**config.mk**
```make
export PLATFORM = sky130hd
export DESIGN_NAME = uartWm
export DESIGN_NICKNAME = d
export VERILOG_FILES = /design/src/rtl/uartWmPkg.sv /design/src/rtl/syncFifo.sv /design/src/rtl/uartCtrl.sv /design/src/rtl/uartDatapath.sv /design/src/rtl/uartWm.sv
export SDC_FILE = /design/constraint.sdc
export NUM_CORES = 1
export LEC_CHECK = 0
export BUFFER_PORTS_ARGS = -buffer_cell sky130_fd_sc_hd__buf_2
export CORE_MARGIN = 2
export CORE_UTILIZATION = 50
export DETAILED_ROUTE_END_ITERATION = 10
export PLACE_DENSITY = 0.73
export SETUP_SLACK_MARGIN = 0.2
export SLEW_MARGIN = 25
export SYNTH_ARGS = -nofsm -noshare
export SYNTH_HDL_FRONTEND = slang
export SYNTH_SLANG_ARGS = --single-unit
```
**constraint.sdc**
```tcl
create_clock -name clk -period 2.9 [get_ports clk]
set_input_delay 0.29 -clock clk [delete_from_list [all_inputs] [get_ports clk]]
set_output_delay 0.29 -clock clk [all_outputs]
set_load 0.02 [all_outputs]
```
**src/rtl/uartWmPkg.sv**
```systemverilog
package uartWmPkg;
  localparam int BYTE_W = 8;
  localparam int DIV_W  = 16;
  localparam int WM_W   = 3;

  typedef struct packed {
    logic              txPush;
    logic              rxPop;
    logic [BYTE_W-1:0] txByte;
  } strobeT;

  typedef struct packed {
    logic             txEn;
    logic             twoStop;
    logic             rxEn;
    logic [DIV_W-1:0] divisor;
  } cfgT;
endpackage

```
**src/rtl/syncFifo.sv**
```systemverilog
module syncFifo #(
  parameter int WIDTH = 8,
  parameter int DEPTH = 8,
  localparam int PTR_W = (DEPTH > 1) ? $clog2(DEPTH) : 1,
  localparam int LVL_W = $clog2(DEPTH + 1)
) (
  input  logic             clk,
  input  logic             rstN,
  input  logic             push,
  input  logic             pop,
  input  logic [WIDTH-1:0] din,
  output logic [WIDTH-1:0] dout,
  output logic [LVL_W-1:0] level,
  output logic             full,
  output logic             empty
);
  logic [WIDTH-1:0] mem [DEPTH];
  logic [PTR_W-1:0] wrPtr, rdPtr;
  logic doPush, doPop;

  assign full   = (level == LVL_W'(DEPTH));
  assign empty  = (level == '0);
  assign doPush = push && !full;
  assign doPop  = pop && !empty;
  assign dout   = mem[rdPtr];

  always_ff @(posedge clk) begin
    if (doPush) mem[wrPtr] <= din;
  end

  always_ff @(posedge clk or negedge rstN) begin
    if (!rstN) begin
      wrPtr <= '0;
      rdPtr <= '0;
      level <= '0;
    end else begin
      if (doPush) wrPtr <= (wrPtr == PTR_W'(DEPTH - 1)) ? '0 : wrPtr + 1'b1;
      if (doPop)  rdPtr <= (rdPtr == PTR_W'(DEPTH - 1)) ? '0 : rdPtr + 1'b1;
      if (doPush && !doPop)      level <= level + 1'b1;
      else if (doPop && !doPush) level <= level - 1'b1;
    end
  end


  level_bound_chk: assert property (@(posedge clk) disable iff (!rstN)
    level <= LVL_W'(DEPTH));


  full_drop_chk: assert property (@(posedge clk) disable iff (!rstN)
    (push && full && !pop) |=> (level == LVL_W'(DEPTH)));


  pop_step_chk: assert property (@(posedge clk) disable iff (!rstN)
    (pop && !push && !empty) |=> (level == $past(level) - 1'b1));
endmodule

```
**src/rtl/uartCtrl.sv**
```systemverilog
module uartCtrl
  import uartWmPkg::*;
#(
  parameter int LVL_W = 4
) (
  input  logic              clk,
  input  logic              rstN,
  input  logic              busSel,
  input  logic              busWrite,
  input  logic [4:0]        busAddr,
  input  logic [31:0]       busWdata,
  output logic [31:0]       busRdata,
  input  logic              txFull,
  input  logic              rxEmpty,
  input  logic [BYTE_W-1:0] rxByte,
  input  logic [LVL_W-1:0]  txLevel,
  input  logic [LVL_W-1:0]  rxLevel,
  output strobeT            strobes,
  output cfgT               cfg,
  output logic              irq
);
  localparam logic [2:0] IDX_TXD = 3'd0, IDX_RXD = 3'd1, IDX_TXC = 3'd2,
                         IDX_RXC = 3'd3, IDX_IEN = 3'd4, IDX_IPN = 3'd5,
                         IDX_DIV = 3'd6;
  localparam int WM_LO = 16;

  logic [2:0]       regIdx;
  logic             wrEn, rdEn;
  logic             txEnReg, twoStopReg, rxEnReg;
  logic [WM_W-1:0]  txWm, rxWm;
  logic [1:0]       ieReg, ipVec;
  logic [DIV_W-1:0] divReg;

  assign regIdx = busAddr[4:2];
  assign wrEn   = busSel && busWrite;
  assign rdEn   = busSel && !busWrite;

  assign strobes.txPush = wrEn && (regIdx == IDX_TXD);
  assign strobes.txByte = busWdata[BYTE_W-1:0];
  assign strobes.rxPop  = rdEn && (regIdx == IDX_RXD) && !rxEmpty;

  assign cfg.txEn    = txEnReg;
  assign cfg.twoStop = twoStopReg;
  assign cfg.rxEn    = rxEnReg;
  assign cfg.divisor = divReg;

  assign ipVec[0] = txLevel < LVL_W'(txWm);
  assign ipVec[1] = rxLevel > LVL_W'(rxWm);
  assign irq      = |(ipVec & ieReg);

  always_ff @(posedge clk or negedge rstN) begin
    if (!rstN) begin
      txEnReg <= 1'b0; twoStopReg <= 1'b0; txWm <= '0;
      rxEnReg <= 1'b0; rxWm <= '0; ieReg <= '0; divReg <= '0;
    end else if (wrEn) begin
      case (regIdx)
        IDX_TXC: begin
          txEnReg    <= busWdata[0];
          twoStopReg <= busWdata[1];
          txWm       <= busWdata[WM_LO +: WM_W];
        end
        IDX_RXC: begin
          rxEnReg <= busWdata[0];
          rxWm    <= busWdata[WM_LO +: WM_W];
        end
        IDX_IEN: ieReg  <= busWdata[1:0];
        IDX_DIV: divReg <= busWdata[DIV_W-1:0];
        default: ;
      endcase
    end
  end

  always_comb begin
    busRdata = '0;
    case (regIdx)
      IDX_TXD: busRdata[31] = txFull;
      IDX_RXD: begin
        busRdata[31] = rxEmpty;
        busRdata[BYTE_W-1:0] = rxEmpty ? '0 : rxByte;
      end
      IDX_TXC: begin
        busRdata[0] = txEnReg;
        busRdata[1] = twoStopReg;
        busRdata[WM_LO +: WM_W] = txWm;
      end
      IDX_RXC: begin
        busRdata[0] = rxEnReg;
        busRdata[WM_LO +: WM_W] = rxWm;
      end
      IDX_IEN: busRdata[1:0] = ieReg;
      IDX_IPN: busRdata[1:0] = ipVec;
      IDX_DIV: busRdata[DIV_W-1:0] = divReg;
      default: ;
    endcase
  end


  ip_readonly_chk: assert property (@(posedge clk) disable iff (!rstN)
    (wrEn && regIdx == IDX_IPN) |=> $stable(ieReg));
endmodule

```
**src/rtl/uartDatapath.sv**
```systemverilog
module uartDatapath
  import uartWmPkg::*;
#(
  parameter int FIFO_DEPTH = 8,
  localparam int LVL_W = $clog2(FIFO_DEPTH + 1)
) (
  input  logic              clk,
  input  logic              rstN,
  input  strobeT            strobes,
  input  cfgT               cfg,
  input  logic              rxLine,
  output logic              txLine,
  output logic              txFull,
  output logic              rxEmpty,
  output logic [BYTE_W-1:0] rxByte,
  output logic [LVL_W-1:0]  txLevel,
  output logic [LVL_W-1:0]  rxLevel
);
  localparam int FRAME_W = BYTE_W + 3;

  logic [BYTE_W-1:0] txHead;
  logic txEmpty, rxFull, txLoad;

  // transmit side
  logic               txBusy, txTick, lastBit;
  logic [FRAME_W-1:0] txShift;
  logic [3:0]         bitsLeft;
  logic [DIV_W-1:0]   txCnt;

  assign txTick  = txBusy && (txCnt == cfg.divisor);
  assign lastBit = txTick && (bitsLeft == 4'd1);
  assign txLoad  = (!txBusy || lastBit) && cfg.txEn && !txEmpty;
  assign txLine  = txBusy ? txShift[0] : 1'b1;

  syncFifo #(.WIDTH(BYTE_W), .DEPTH(FIFO_DEPTH)) uTxFifo (
    .clk(clk), .rstN(rstN), .push(strobes.txPush), .pop(txLoad),
    .din(strobes.txByte), .dout(txHead), .level(txLevel),
    .full(txFull), .empty(txEmpty));

  always_ff @(posedge clk or negedge rstN) begin
    if (!rstN) begin
      txBusy <= 1'b0; txShift <= '1; bitsLeft <= '0; txCnt <= '0;
    end else if (txLoad) begin
      txBusy   <= 1'b1;
      txShift  <= {2'b11, txHead, 1'b0};
      bitsLeft <= cfg.twoStop ? 4'(FRAME_W) : 4'(FRAME_W - 1);
      txCnt    <= '0;
    end else if (txTick) begin
      txCnt    <= '0;
      txShift  <= {1'b1, txShift[FRAME_W-1:1]};
      bitsLeft <= bitsLeft - 1'b1;
      if (bitsLeft == 4'd1) txBusy <= 1'b0;
    end else if (txBusy) begin
      txCnt <= txCnt + 1'b1;
    end
  end

  // receive side
  typedef enum logic [1:0] {RX_IDLE, RX_START, RX_DATA, RX_STOP} rxStateT;
  rxStateT           rxState;
  logic              rxMeta, rxSync, rxPrev, rxPush;
  logic [DIV_W-1:0]  rxCnt;
  logic [2:0]        rxIdx;
  logic [BYTE_W-1:0] rxShift;

  syncFifo #(.WIDTH(BYTE_W), .DEPTH(FIFO_DEPTH)) uRxFifo (
    .clk(clk), .rstN(rstN), .push(rxPush), .pop(strobes.rxPop),
    .din(rxShift), .dout(rxByte), .level(rxLevel),
    .full(rxFull), .empty(rxEmpty));

  always_ff @(posedge clk or negedge rstN) begin
    if (!rstN) begin
      rxMeta <= 1'b1; rxSync <= 1'b1; rxPrev <= 1'b1;
      rxState <= RX_IDLE; rxCnt <= '0; rxIdx <= '0;
      rxShift <= '0; rxPush <= 1'b0;
    end else begin
      rxMeta <= rxLine;
      rxSync <= rxMeta;
      rxPrev <= rxSync;
      rxPush <= 1'b0;
      case (rxState)
        RX_IDLE: if (cfg.rxEn && rxPrev && !rxSync) begin
          rxState <= RX_START; rxCnt <= '0;
        end
        RX_START: if (rxCnt == (cfg.divisor >> 1)) begin
          rxCnt <= '0; rxIdx <= '0;
          rxState <= rxSync ? RX_IDLE : RX_DATA;
        end else rxCnt <= rxCnt + 1'b1;
        RX_DATA: if (rxCnt == cfg.divisor) begin
          rxCnt   <= '0;
          rxShift <= {rxSync, rxShift[BYTE_W-1:1]};
          rxIdx   <= rxIdx + 1'b1;
          if (rxIdx == 3'd7) rxState <= RX_STOP;
        end else rxCnt <= rxCnt + 1'b1;
        RX_STOP: if (rxCnt == cfg.divisor) begin
          rxPush  <= rxSync;
          rxState <= RX_IDLE;
        end else rxCnt <= rxCnt + 1'b1;
        default: rxState <= RX_IDLE;
      endcase
    end
  end


  start_low_chk: assert property (@(posedge clk) disable iff (!rstN)
    txLoad |=> !txLine);


  stop_high_chk: assert property (@(posedge clk) disable iff (!rstN)
    lastBit |-> txLine);


  pop_guard_chk: assert property (@(posedge clk) disable iff (!rstN)
    strobes.rxPop |-> !rxEmpty);


  rx_off_chk: assert property (@(posedge clk) disable iff (!rstN)
    (rxState == RX_IDLE && !cfg.rxEn) |=> (rxState == RX_IDLE));


  tx_off_chk: assert property (@(posedge clk) disable iff (!rstN)
    (!txBusy && !cfg.txEn) |=> txLine);
endmodule

```
**src/rtl/uartWm.sv**
```systemverilog
module uartWm
  import uartWmPkg::*;
#(
  parameter int FIFO_DEPTH = 8
) (
  input  logic        clk,
  input  logic        rstN,
  input  logic        busSel,
  input  logic        busWrite,
  input  logic [4:0]  busAddr,
  input  logic [31:0] busWdata,
  output logic [31:0] busRdata,
  input  logic        rxLine,
  output logic        txLine,
  output logic        irq
);
  localparam int LVL_W = $clog2(FIFO_DEPTH + 1);

  strobeT            strobes;
  cfgT               cfg;
  logic              txFull, rxEmpty;
  logic [BYTE_W-1:0] rxByte;
  logic [LVL_W-1:0]  txLevel, rxLevel;

  uartCtrl #(.LVL_W(LVL_W)) uCtrl (
    .clk(clk), .rstN(rstN), .busSel(busSel), .busWrite(busWrite),
    .busAddr(busAddr), .busWdata(busWdata), .busRdata(busRdata),
    .txFull(txFull), .rxEmpty(rxEmpty), .rxByte(rxByte),
    .txLevel(txLevel), .rxLevel(rxLevel), .strobes(strobes),
    .cfg(cfg), .irq(irq));

  uartDatapath #(.FIFO_DEPTH(FIFO_DEPTH)) uData (
    .clk(clk), .rstN(rstN), .strobes(strobes), .cfg(cfg),
    .rxLine(rxLine), .txLine(txLine), .txFull(txFull),
    .rxEmpty(rxEmpty), .rxByte(rxByte), .txLevel(txLevel),
    .rxLevel(rxLevel));
endmodule

```
[After elaboration in Yosys (flattened, before gate mapping)]
Memories as Yosys holds them, arrays and structs flattened.
Cells that the tools add are included.
Word-level totals
  register bits: 112
  RAM bits: 128
  input bits: 42
  output and inout bits: 34
  logic and storage cells: 167
  memories: 2
Cells by class
  $add $sub $neg: 12
  order comparisons: 2
  eq/ne operators: 26
  muxes and demuxes: 48
  bitwise logic cells: 1
  reduce and logical (&&, ||, !) cells: 51
Memories
  uData.uRxFifo.mem: depth 8, width 8, rd ports 1, clocked after memory_dff 0, write ports 1, RTL line syncFifo.sv:17  | logic [WIDTH-1:0] mem [DEPTH];
  uData.uTxFifo.mem: depth 8, width 8, rd ports 1, clocked after memory_dff 0, write ports 1, RTL line syncFifo.sv:17
Operators by type and width (count)
  $mux 16: 7
  $pmux 16 s4: 1
  $add 16x1->16 const B: 2
  $eq 16x16->1: 2
  $eq 3x3->1 const B: 8
  $mux 4: 6
  $mux 11: 2
  $logic_and 1x1->1: 19
  $mux 3: 6
  $eq 16x15->1: 1
  $mux 8: 2
  $add 3x1->3 const B: 5
  $reduce_and 2->1: 7
  $mux 2: 6
  $pmux 3 s2: 2
  $pmux 6 s2: 1
  $sub 4x1->4 const B: 3
  $logic_not 1->1: 11
  $mux 1: 11
  $ne 2x1->1 const B: 5
  $reduce_bool 2->1: 5
  $add 4x1->4 const B: 2
  $eq 4x4->1 const B: 2
  $logic_not 4->1: 2
  20 further kinds: 22

[Longest topological paths before layout]
Gate-level depths: netlist of run 1.
  depth in word-level cells: 10
  mapped depth: 14
  gate-level depth less buffers: 12

[Hierarchy]
A second synthesis of run 1 with hierarchy kept.
Unflattened totals
  cell total of the unflattened synthesis: 858
  area total of the unflattened synthesis: 11828.8 µm²
By module, submodules not included
  syncFifo: instances 2, cells each 159, area an instance 3160.5 µm², sequential area each 2172.1 µm²
  uartDatapath: instances 1, cells each 389, area an instance 3811.2 µm², sequential area each 1591.5 µm²
  uartCtrl: instances 1, cells each 151, area an instance 1696.6 µm², sequential area each 675.6 µm²

[Worst setup path after synthesis of run 1]
No wires, ideal clock.
  kind: register to register
  start: reg uData.uRxFifo.level[0]
  end: reg uData.uRxFifo.level[3]
  library setup time: 125 ps
  arrival time: 2680 ps
  data required time: 2775 ps
  slack: 94 ps
  cell stages (with the launch flop): 14
  path buffers: 2
  clock period less this slack: 2806 ps
  path through: dfrtp_1 > nor4_1 > or3b_1 > clkbuf_1 > or3b_1 > clkbuf_1 > ha_1 > inv_1 > ha_1 > a21o_1 > a21oi_1 > xnor2_1 > nor2_1 > xor2_1
On the way
  longest elaborated chain between the ends: 7
  elaborated cells on any way between the ends: 16
  classes of those cells: add/sub (2); eq/ne (1); mux (2); reduce/logical (11)
RTL lines
  start, declared: RTL line syncFifo.sv:13  | output logic [LVL_W-1:0] level,
  start signal, assigned: RTL line syncFifo.sv:39  | if (doPush && !doPop) level <= level + 1'b1;
  start signal, assigned: RTL line syncFifo.sv:40  | else if (doPop && !doPush) level <= level - 1'b1;
  parallel branches: the longest is 7 deep, another holds $sub 4x1->4
Parallel ways; which one is timed is not known. The select of a mux whose other input is x is not followed.
A chain may end at the register's enable or synchronous reset.

[Final worst setup path of run 1]
  start: reg uCtrl.divReg[8]
  end: reg uData.uTxFifo.level[3]
On the way
  longest elaborated chain between the ends: 10
  elaborated cells on any way between the ends: 12
  classes of those cells: eq/ne (1); mux (1); reduce/logical (10)
RTL lines
  start, declared: RTL line uartCtrl.sv:32  | logic [DIV_W-1:0] divReg;
  start signal, assigned: RTL line uartCtrl.sv:67  | IDX_DIV: divReg <= busWdata[DIV_W-1:0];
  $eq 16x16->1 (*): RTL line uartDatapath.sv:30  | assign txTick = txBusy && (txCnt == cfg.divisor);
  $logic_and 1x1->1 (*): RTL line uartDatapath.sv:30
  $logic_and 1x1->1 (*): RTL line uartDatapath.sv:31  | assign lastBit = txTick && (bitsLeft == 4'd1);
  $logic_or 1x1->1 (*): RTL line uartDatapath.sv:32  | assign txLoad = (!txBusy || lastBit) && cfg.txEn && !txEmpty;
  $logic_and 1x1->1 (*) (2 in series): RTL line uartDatapath.sv:32
  $logic_and 1x1->1 (*): RTL line syncFifo.sv:24  | assign doPop = pop && !empty;
  $logic_not 1->1: RTL line syncFifo.sv:39
  $logic_and 1x1->1: RTL line syncFifo.sv:39
  $mux 4 or $reduce_bool 2->1 (tied branches)
  end signal, assigned: RTL line syncFifo.sv:39
  end signal, assigned: RTL line syncFifo.sv:40
  end, declared: RTL line syncFifo.sv:13
Every way passes the cells marked *; elsewhere a longest branch is shown, timed or not.

==> impl_metrics.csv, run 1 <==
group,metric,value,unit
cts,cts_root_buffer,"clkbuf_16",
cts,clock-sinks,238,
worst_setup_path,critPathCaptureType,"register",
worst_hold_path,hold_end,"uData.uTxFifo.mem[0][6]",
route,routedWlPerCell,18.7,um
yosys,yosys.area.top_type,"edfxtp_1",
yosys,netlist_instances,835,
layout,antenna_cells,0,
worst_hold_path,hold_class,"primary input to register",
timing,fmax,379,MHz
placed_design,dpl.hpwl,15400,um
grt,grt_use_met2,33.9,%
worst_setup_path,max_stage_delay,0.46,ns
grt,grt_pass1_vias,6948,
worst_setup_path,r2r_cells,10,
route,drt-initial-drc-count,425,
worst_setup_path,crit_buf_inv,0,
floorplan,dieWidth,153,um
yosys,ys_seq_elements,238,
yosys,synth_edf_count,128,
worst_setup_path,path_cells,"xor2_1 > nor4_1 > nand4_1 > o21ai_1 > nand2b_1 > ha_1 > nor4_1 > a21oi_1 > a21oi_2 > xor2_1",
yosys,syn_area,11200,um^2
floorplan,pin_count,76,
timing,setup_viol_count_final,0,
grt,grt_max_degree,50,
worst_setup_path,ff2ff_setup_slack,0.26,ns
floorplan,core_area,21900,um^2
route,drcViolationCount,0,
worst_setup_path,rr_endpoint,"uData.uTxFifo.level[3]",
layout,fin_nets,1003,
worst_setup_path,critPathMaxFanout,5,
worst_setup_path,crit_type,"register to register",
power_and_ir_drop,vdd_drop_max,0.534,mV
timing,clock_skew,0.0254,ns
floorplan,die_h,153,um
timing,slew_headroom,41.4,%
power_and_ir_drop,p_leak,0.00537,uW
grt,grtUsageTotal,19.8,%
worst_hold_path,hold_start,"busWdata[6]",
grt,busiest_layer,"met2",
worst_setup_path,cp_data_required_time,3.36,ns
yosys,async_reset_ff_share,46.2,%
timing,tns,0,ns
timing,final-hold-violation-count,0,
grt,use_met3,2.81,%
power_and_ir_drop,power.density,804,nW/um^2
worst_setup_path,arrival,3.09,ns
cts,clk_pin_slew_worst_paths,0.06,ns
grt,grt_antenna_before_repair,0,
floorplan,initial_core_util,51.0,%
yosys,ys.flop_type,"edfxtp_1",
floorplan,dieArea,23500,um^2
worst_setup_path,slowest_stage,"dfrtp_1",
grt,grt_pass1_wl,37200,um
timing,finalMaxSlewViolations,0,
yosys,avgSynthCellArea,13.4,um^2
yosys,synth_area_leaders,"edfxtp_1 34%, dfrtp_1 22%, mux4_2 6.5%, xor2_1 4.8%, mux2_2 3.4%",
timing,period_share,90.9,%
placed_design,port_buffers,48,
worst_hold_path,hold_depth,1,
yosys,synth_warnings,0,
grt,gr-total-overflow,0,
placed_design,dp_cells,1162,
cts,clock_latency,0.54,ns
layout,fin_cells,1231,
worst_setup_path,crit_family,"simple AND/OR/NAND/NOR gates",
route,wl,23000,um
yosys,synth.distinct_cells,59,
cts,ctsHtreeMaxLevel,1,
floorplan,num_rows,54,
timing,worst_pin_slew,0.872,ns
timing,post-route-min-period,2.64,ns
cts,cts_tree,"done",
run_status,status,"complete, no violations",
route,postRouteAntennaNets,0,
placed_design,gp_congestion,0.813,
worst_setup_path,r2r_start,"uCtrl.divReg[8]",
yosys,synth_top_cell_area_share,34.4,%
route,vias_per_cell,5.54,
grt,use_met1,26.9,%
power_and_ir_drop,finalPower,10500,uW
yosys,seq_area_frac_synth,59.2,%
cts,numCtsBuffers,25,
route,first_pass_iters,5,
flow_run,cap_viol_max_count,0,
layout,nFillCells,1714,
layout,drive_gt1_share,25.7,%
worst_setup_path,startpoint_type,"register",
cts,clockBufferDepth,3,
layout,area_growth,16.8,%
route,vias,6814,
timing,rsz0062_at_grt,"yes",
-- cell usage in the layout, fill, tap and decap left out, drive strengths merged, types with 13 or more instances in the layout --
master,count
nor4,17
xor2,61
ha,28
mux4,32
mux2i,25
nand2,63
inv,26
a21oi,23
dfrtp,98
edfxtp,128
buf,95
nor2,55
dlygate4sd3,13
o21ai,30
xnor2,19
clkbuf,33
mux2,37
nor3,18
-- worst register-to-register path, stage by stage (launching register included) --
cell      delay, ns
dfrtp_1        0.46
xor2_1         0.20
nor4_1         0.38
nand4_1        0.22
o21ai_1        0.23
nand2b_1       0.10
ha_1           0.24
nor4_1         0.26
a21oi_1        0.12
a21oi_2        0.17
xor2_1         0.17
-- worst max-delay path by stage --
stage	depth (start not counted)	to	slack (ns)	startpoint
6_report	10	uData.uTxFifo.level[3]	0.26	uCtrl.divReg[8]
3_3_place_gp	12	uData.uRxFifo.level[3]	0.20	busAddr[4]
4_1_cts	6	busRdata[0]	0.20	uData.uTxFifo.level[1]
5_1_grt	10	uData.uTxFifo.level[3]	0.13	uCtrl.divReg[8]
2_1_floorplan	13	uData.uRxFifo.level[3]	0.21	uData.uRxFifo.level[1]
3_5_place_dp	12	uData.uRxFifo.level[3]	0.15	busAddr[4]
-- routing by layer --
layer | vias to the layer above | wire length, um
met5 | - | 0
met4 | 0 | 442
met3 | 30 | 937
met2 | 142 | 11700
met1 | 3427 | 9940
li1 | 3215 | -
-- Yosys cell counts (3+ instances only) --
cell,number
mux4_2,32
o21ai_0,25
a21oi_1,20
xnor2_1,19
o21ai_1,3
dfrtp_1,98
nand2b_1,12
nor2_1,54
buf_1,3
xor2_1,61
buf_2,9
mux2i_1,25
and3_1,7
o22ai_1,3
nand2_1,63
mux2_1,3
buf_4,12
a211oi_1,10
nand3_1,12
edfxtp_1,128
inv_1,25
nor3_1,18
clkbuf_1,22
mux2_2,34
a21o_1,7
and2_1,10
nand4_1,12
and4_1,5
nor2b_1,10
dfstp_2,12
ha_1,28
nor4_1,17
-- repair_timing --
item	CTS	global route
setup endpoints to repair	9	21
buffers inserted	0	10
hold buffers	13	0
endpoints found under the hold margin	51	0
resized for setup	8	16
pin swaps	0	6
-- kinds of logic after synthesis --
family,share of synthesized area (%)
flip-flops,59.2
adder cells (fa/ha/maj),3.32
AO/OA/AOI/OAI,5.01
buffers and inverters,3.23
multiplexers,12.4
other,0.0336
XOR/XNOR,6.28
AND/OR/NAND/NOR,10.5
-- cell type report --
type / instances / area, um^2 / area share (%)
Inverter: 26 / 110 / 0.845
Clock inverter: 13 / 230 / 1.77
Clock buffer: 33 / 666 / 5.11
Sequential cell: 238 / 6620 / 50.8
Tap cell: 280 / 350 / 2.69
Multi-Input combinational cell: 533 / 4310 / 33.1
Timing Repair Buffer: 108 / 743 / 5.70
-- where the power goes --
part	internal, uW	switching, uW
sequential	3970	554
combinational	1270	1220
clock	2160	1300
total	7400	3070
-- state kept, by name, indices dropped and copies added (netlist names), 2 cells and up, named ones only --
name / flops
uData.uRxFifo.mem: 64
uCtrl.ieReg: 2
uData.uRxFifo.rdPtr: 3
uData.txCnt: 16
uCtrl.txWm: 3
uData.rxCnt: 16
uData.uRxFifo.wrPtr: 3
uData.uTxFifo.level: 4
uData.uTxFifo.wrPtr: 3
uData.txShift: 9
uData.uRxFifo.level: 4
uCtrl.rxWm: 3
uData.rxIdx: 3
uCtrl.divReg: 16
uData.bitsLeft: 4
uData.uTxFifo.rdPtr: 3
uData.uTxFifo.mem: 64
uData.rxShift: 8
-- stage by stage --
| step | setup WS (ns) | cell area [um^2] | hold WS, ns | utilization, % |
|---|---|---|---|---|
| CTS | 0.200 | 12900 | 0.0519 | 58.9 |
| finish | 0.265 | 13000 | 0.0777 | 59.5 |
| floorplan | 0.208 | 11200 | -0.00559 | - |
| global route | 0.134 | 13000 | 0.0745 | 59.5 |
| global placement | 0.202 | 11900 | 0.354 | 54.2 |
| detailed placement | 0.153 | 11900 | 0.352 | 54.2 |
No activity file was read; power rests on OpenSTA's default activity.
==> run 2, diff against run 1 <==
Settings changed: PLACE_DENSITY 0.73 to 0.71.
==> run 2 against run 1 <==
Via count fell by 1.8%. Wire length rose by 0.31%. Clock power fell by 7.2%. Flip-flop and latch count did not move. Non-clock buffer count fell by 12. Critical path depth fell by 5. Sequential share of layout area rose by 0.74 points. Largest power group unchanged. Highest routed layer unchanged.
==> impl_metrics.csv, run 2 (synthesized netlist as in run 1, its figures left out) <==
group,metric,value,unit
floorplan,dieArea,23500,um^2
worst_setup_path,path_cells,"buf_6 > mux4_2 > mux2i_1 > o221ai_2 > buf_4",
worst_setup_path,r2r_start,"uData.uRxFifo.level[1]",
layout,fin_nets,991,
worst_setup_path,crit_buf_inv,2,
route,postRouteAntennaNets,0,
worst_hold_path,hold_class,"primary input to register",
route,drt-initial-drc-count,414,
cts,clockBufferDepth,3,
worst_setup_path,arrival,2.34,ns
timing,rsz0062_at_grt,"yes",
cts,numCtsBuffers,25,
layout,fin_util,58.7,%
floorplan,die_h,153,um
worst_setup_path,critPathMaxFanout,19,
placed_design,dpl.hpwl,15600,um
timing,worst_pin_slew,0.839,ns
route,routedWlPerCell,18.9,um
power_and_ir_drop,p_leak,0.00529,uW
worst_hold_path,hold_depth,3,
timing,post-route-min-period,2.63,ns
cts,clk_pin_slew_worst_paths,0.06,ns
placed_design,gp_congestion,0.868,
cts,ctsHtreeMaxLevel,1,
worst_setup_path,slowest_stage,"mux4_2",
power_and_ir_drop,internal_power,7130,uW
power_and_ir_drop,p_sw,3010,uW
floorplan,num_rows,54,
power_and_ir_drop,finalPower,10100,uW
layout,top_regs,"uData.uRxFifo.mem: 64 flops, uData.uTxFifo.mem: 64 flops",
power_and_ir_drop,p_seq_share,44.3,%
floorplan,core_area,21900,um^2
cts,clock-sinks,238,
worst_setup_path,critPathCaptureType,"output port",
timing,finalMaxSlewViolations,0,
grt,grt_pass1_vias,6793,
layout,final_cell_mix,"128 x edfxtp_1, 92 x dfrtp_1, 63 x nand2_1, 61 x xor2_1, 54 x nor2_1",
worst_setup_path,crit_type,"register to output port",
placed_design,port_buffers,48,
worst_setup_path,rr_endpoint,"uData.uRxFifo.level[3]",
layout,final_common_cell,"edfxtp_1",
timing,holdWs,0.0151,ns
power_and_ir_drop,swShare,29.7,%
timing,period_share,90.6,%
timing,tns,0,ns
route,first_pass_iters,4,
layout,area_growth,15.1,%
worst_setup_path,crit_family,"multiplexers",
worst_setup_path,cp_data_required_time,2.61,ns
route,drcViolationCount,0,
grt,gr-total-overflow,0,
worst_setup_path,startpoint_type,"register",
floorplan,pin_count,76,
worst_setup_path,r2r_cells,11,
floorplan,dieWidth,153,um
floorplan,initial_core_util,51.0,%
timing,slew_headroom,43.7,%
worst_setup_path,ff2ff_setup_slack,0.35,ns
grt,grt_antenna_before_repair,1,
timing,fmax,380,MHz
layout,drive_gt1_share,25.1,%
cts,cts_root_buffer,"clkbuf_16",
grt,grt_pass1_wl,36600,um
grt,grt_max_degree,45,
worst_hold_path,hold_start,"busWdata[18]",
grt,grtUsageTotal,19.6,%
timing,setup_viol_count_final,0,
route,wl,23100,um
timing,clock_skew,0.0225,ns
flow_run,cap_viol_max_count,0,
cts,cts_tree,"done",
power_and_ir_drop,pwr-share-clk,31.7,%
run_status,status,"complete, no violations",
power_and_ir_drop,comb_power_share,24.0,%
power_and_ir_drop,power.density,790,nW/um^2
worst_setup_path,max_stage_delay,0.53,ns
route,vias,6692,
power_and_ir_drop,vdd_drop_max,0.566,mV
worst_hold_path,hold_end,"uCtrl.txWm[2]",
timing,final-hold-violation-count,0,
route,vias_per_cell,5.49,
cts,clock_latency,0.52,ns
-- run 2: cell types whose count changed in the layout (fill, tap and decap cells not counted), sizes merged --
cell and change:
buf -2, clkbuf +5, dlygate4sd3 -10, bufinv -3, clkinv -1, diode +1, inv -1, clkinvlp -1
-- run 2: repair_timing --
item / in CTS / in global routing
hold buffers: 3 / 0
gates resized for setup: 2 / 18
setup buffers: 0 / 5
endpoints found under the setup margin: 2 / 6
pin swaps: 0 / 5
endpoints found under the hold margin: 34 / 0
-- run 2: worst register-to-register path, stage by stage, from the launching register on --
cell,delay [ns]
dfrtp_2,0.43
nor4_2,0.08
or3b_1,0.37
or3b_4,0.44
ha_4,0.18
inv_2,0.07
ha_1,0.24
a21o_1,0.17
a21oi_2,0.13
xnor2_1,0.13
nor2_1,0.07
xor2_1,0.14
-- run 2: power by group through the flow --
| stage | clock network, uW | registers [uW] | logic [uW] |
|---|---|---|---|
| after floorplan | 0 | 4330 | 1890 |
| after detailed placement | 0 | 4550 | 2310 |
| after global routing | 3400 | 4560 | 2730 |
| after CTS | 3260 | 4490 | 2330 |
| final | 3210 | 4500 | 2430 |
| after global placement | 0 | 4540 | 2250 |
-- run 2: cell type report --
type	count	area, um^2
diodes	1	2.50
clock buffers	38	704
clock inverters	7	114
fillers	1741	9050
inverters	26	110
multi-input cells	533	4310
flip-flops and latches	238	6620
well taps	280	350
repair buffers	96	629
-- run 2: metrics by stage --
stage          instance area [um^2]  worst slack [ns]  std cells
2_1_floorplan                 11200             0.208        846
3_3_place_gp                  11900             0.153       1165
3_5_place_dp                  11900            0.0861       1165
4_1_cts                       12700             0.138       1213
5_1_grt                       12800             0.190       1218
6_report                      12800             0.271       1219
-- run 2: worst max path at each step --
stage                      startpoint                endpoint  slack, ns  cells past startpoint
6_report       uData.uRxFifo.rdPtr[0]             busRdata[1]       0.27                      5
5_1_grt        uData.uRxFifo.rdPtr[0]             busRdata[1]       0.19                      5
4_1_cts        uData.uRxFifo.level[1]             busRdata[1]       0.14                      9
3_5_place_dp               busAddr[4]  uData.uRxFifo.level[3]       0.09                     12
3_3_place_gp               busAddr[4]  uData.uRxFifo.level[3]       0.15                     12
2_1_floorplan  uData.uRxFifo.level[1]  uData.uRxFifo.level[3]       0.21                     13
-- run 2: layer usage --
metal	routed length (um)	track usage, %	vias up	share of wire [%]
li1	-	-	3184	-
met1	10000	25.9	3321	43
met2	11400	33.6	136	49
met3	1040	3.03	51	4.5
met4	612	6.07	0	2.7
met5	0	0	-	0
==> run 3, diff against run 2 <==
Settings changed: PLACE_DENSITY 0.71 to 0.68.
Clock period 2.9 ns to 3.1 ns, I/O delays scaled along.
==> run 3 against run 2 <==
Critical path depth up 1. Clock power fell by 17%. Hold slack better by 0.0056 ns. Via count shrank 0.34%. Sequential power is 6.0% lower. Design area decreased by 1.9%. Register-to-register slack improved by 0.05 ns. Die area unchanged. Clock skew shrank 0.010 ns. Highest routed layer unchanged.
==> impl_metrics.csv, run 3 (synthesized netlist as in run 1, its figures left out) <==
group,metric,value,unit
layout,final_common_cell,"edfxtp_1",
timing,setup_viol_count_final,0,
cts,clock-sinks,238,
power_and_ir_drop,swShare,30.5,%
worst_hold_path,hold_end,"uCtrl.divReg[15]",
layout,final_area,12600,um^2
power_and_ir_drop,vdd_drop_max,0.490,mV
placed_design,port_buffers,48,
route,vias,6669,
timing,final-hold-violation-count,0,
worst_setup_path,crit_family,"compound AO/OA/AOI/OAI gates",
cts,ctsHtreeMaxLevel,1,
timing,clock_skew,0.0123,ns
layout,fin_nets,983,
grt,grt_pass1_wl,35900,um
cts,cts_root_buffer,"clkbuf_16",
grt,busiest_layer,"met2",
worst_setup_path,slowest_stage,"dfrtp_2",
floorplan,pin_count,76,
grt,grtUsageTotal,19.2,%
placed_design,dpl.hpwl,15300,um
floorplan,dieWidth,153,um
worst_setup_path,critPathCaptureType,"output port",
timing,post-route-min-period,2.79,ns
placed_design,gp_congestion,0.856,
timing,period_share,90.1,%
cts,clock_latency,0.52,ns
grt,gr-total-overflow,0,
worst_setup_path,path_cells,"ha_1 > a21o_1 > a211oi_1 > mux2i_1 > o221ai_1 > buf_2",
worst_setup_path,crit_type,"register to output port",
grt,grt_antenna_before_repair,0,
grt,use_met3,2.86,%
timing,rsz0062_at_grt,"no",
timing,tns,0,ns
route,vias_per_cell,5.51,
worst_setup_path,critPathMaxFanout,9,
power_and_ir_drop,p_seq_share,46.7,%
worst_setup_path,crit_buf_inv,1,
grt,use_met1,26.9,%
layout,nFillCells,1769,
route,wl,22500,um
floorplan,num_rows,54,
flow_run,cap_viol_max_count,0,
worst_setup_path,startpoint,"uData.uTxFifo.level[1]",
grt,grt_use_met2,31.9,%
power_and_ir_drop,p_leak,0.00518,uW
cts,numCtsBuffers,25,
layout,antenna_cells,0,
layout,fin_util,57.6,%
power_and_ir_drop,pwr-share-clk,29.6,%
worst_setup_path,max_stage_delay,0.48,ns
worst_setup_path,r2r_cells,11,
worst_setup_path,cp_data_required_time,2.79,ns
power_and_ir_drop,comb_power_share,23.7,%
route,postRouteAntennaNets,0,
placed_design,placed_cell_area,11800,um^2
layout,drive_gt1_share,22.8,%
floorplan,die_h,153,um
layout,area_growth,12.9,%
floorplan,initial_core_util,51.0,%
power_and_ir_drop,power.density,719,nW/um^2
floorplan,dieArea,23500,um^2
worst_setup_path,rr_endpoint,"uData.uRxFifo.level[3]",
timing,slew_headroom,49.2,%
placed_design,dp_cells,1160,
cts,cts_tree,"done",
worst_hold_path,hold_start,"busWdata[15]",
cts,clockBufferDepth,3,
worst_setup_path,ff2ff_setup_slack,0.40,ns
layout,final_cell_mix,"128 x edfxtp_1, 93 x dfrtp_1, 63 x nand2_1, 61 x xor2_1, 54 x nor2_1",
route,drt-initial-drc-count,361,
worst_setup_path,r2r_start,"uData.uRxFifo.level[3]",
route,routedWlPerCell,18.6,um
power_and_ir_drop,p_sw,2770,uW
layout,multiInputGateArea,4240,um^2
layout,regArea,6620,um^2
grt,grt_max_degree,67,
cts,clk_pin_slew_worst_paths,0.06,ns
timing,finalMaxSlewViolations,0,
route,drcViolationCount,0,
run_status,status,"complete, no violations",
power_and_ir_drop,internal_power,6290,uW
floorplan,core_area,21900,um^2
timing,worst_pin_slew,0.762,ns
layout,top_regs,"uData.uRxFifo.mem: 64 flops, uData.uTxFifo.mem: 64 flops",
timing,fmax,358,MHz
route,first_pass_iters,5,
worst_setup_path,startpoint_type,"register",
worst_hold_path,hold_class,"primary input to register",
layout,fin_cells,1211,
grt,grt_pass1_vias,6535,
worst_hold_path,hold_depth,2,
power_and_ir_drop,finalPower,9060,uW
worst_setup_path,arrival,2.48,ns
[run 3: changes by cell type in the layout (fill, tap and decap cells not counted), moves of 2 or more]
cell / before / now
ha_1: 26 / 28
nor4_1: 12 / 17
buf_4: 45 / 38
bufinv_16: 3 / 0
ha_4: 2 / 0
clkinvlp_4: 0 / 3
clkinv_1: 0 / 3
nor4_2: 5 / 0
clkbuf_8: 3 / 0
[run 3: metal layers]
| metal | part of all wire (%) | routed length (um) |
|---|---|---|
| met2 | 49 | 10900 |
| met5 | 0 | 0 |
| met4 | 2.3 | 520 |
| met3 | 3.4 | 774 |
| met1 | 46 | 10300 |
[run 3: how the worst max path moves through the flow]
stage | endpoint | cells past startpoint
global route | uData.uRxFifo.level[3] | 11
floorplan | uData.uRxFifo.level[3] | 13
CTS | busRdata[1] | 9
finish | busRdata[0] | 6
global placement | uData.uRxFifo.level[3] | 12
detailed placement | uData.uRxFifo.level[3] | 12
[run 3: timing repair]
item	CTS	global route
endpoints found under the hold margin	37	0
resized for setup	1	8
endpoints found under the setup margin	1	3
setup buffers	0	3
hold buffers	2	0
[run 3: power groups by stage]
stage | clock, uW | sequential [uW] | combinational (uW)
after floorplan | 0 | 4040 | 1760
after global placement | 0 | 4270 | 2090
after detailed placement | 0 | 4280 | 2120
after CTS | 2740 | 4230 | 2150
after global routing | 2870 | 4290 | 2420
final | 2680 | 4230 | 2150
[run 3: per-stage QoR]
| step | hold WS [ns] | worst slack (ns) |
|---|---|---|
| finish | 0.0207 | 0.306 |
| global route | 0.0103 | 0.191 |
| CTS | 0.00413 | 0.231 |
| detailed placement | 0.349 | 0.200 |
| global placement | 0.349 | 0.256 |
| floorplan | 0.0144 | 0.293 |
[run 3: layout make-up]
type,instances,share of cell area (%)
Tap cell,280,2.78
Clock inverter,10,0.457
Multi-Input combinational cell,533,33.6
Inverter,26,0.874
Clock buffer,36,5.29
Sequential cell,238,52.5
Timing Repair Buffer,88,4.45
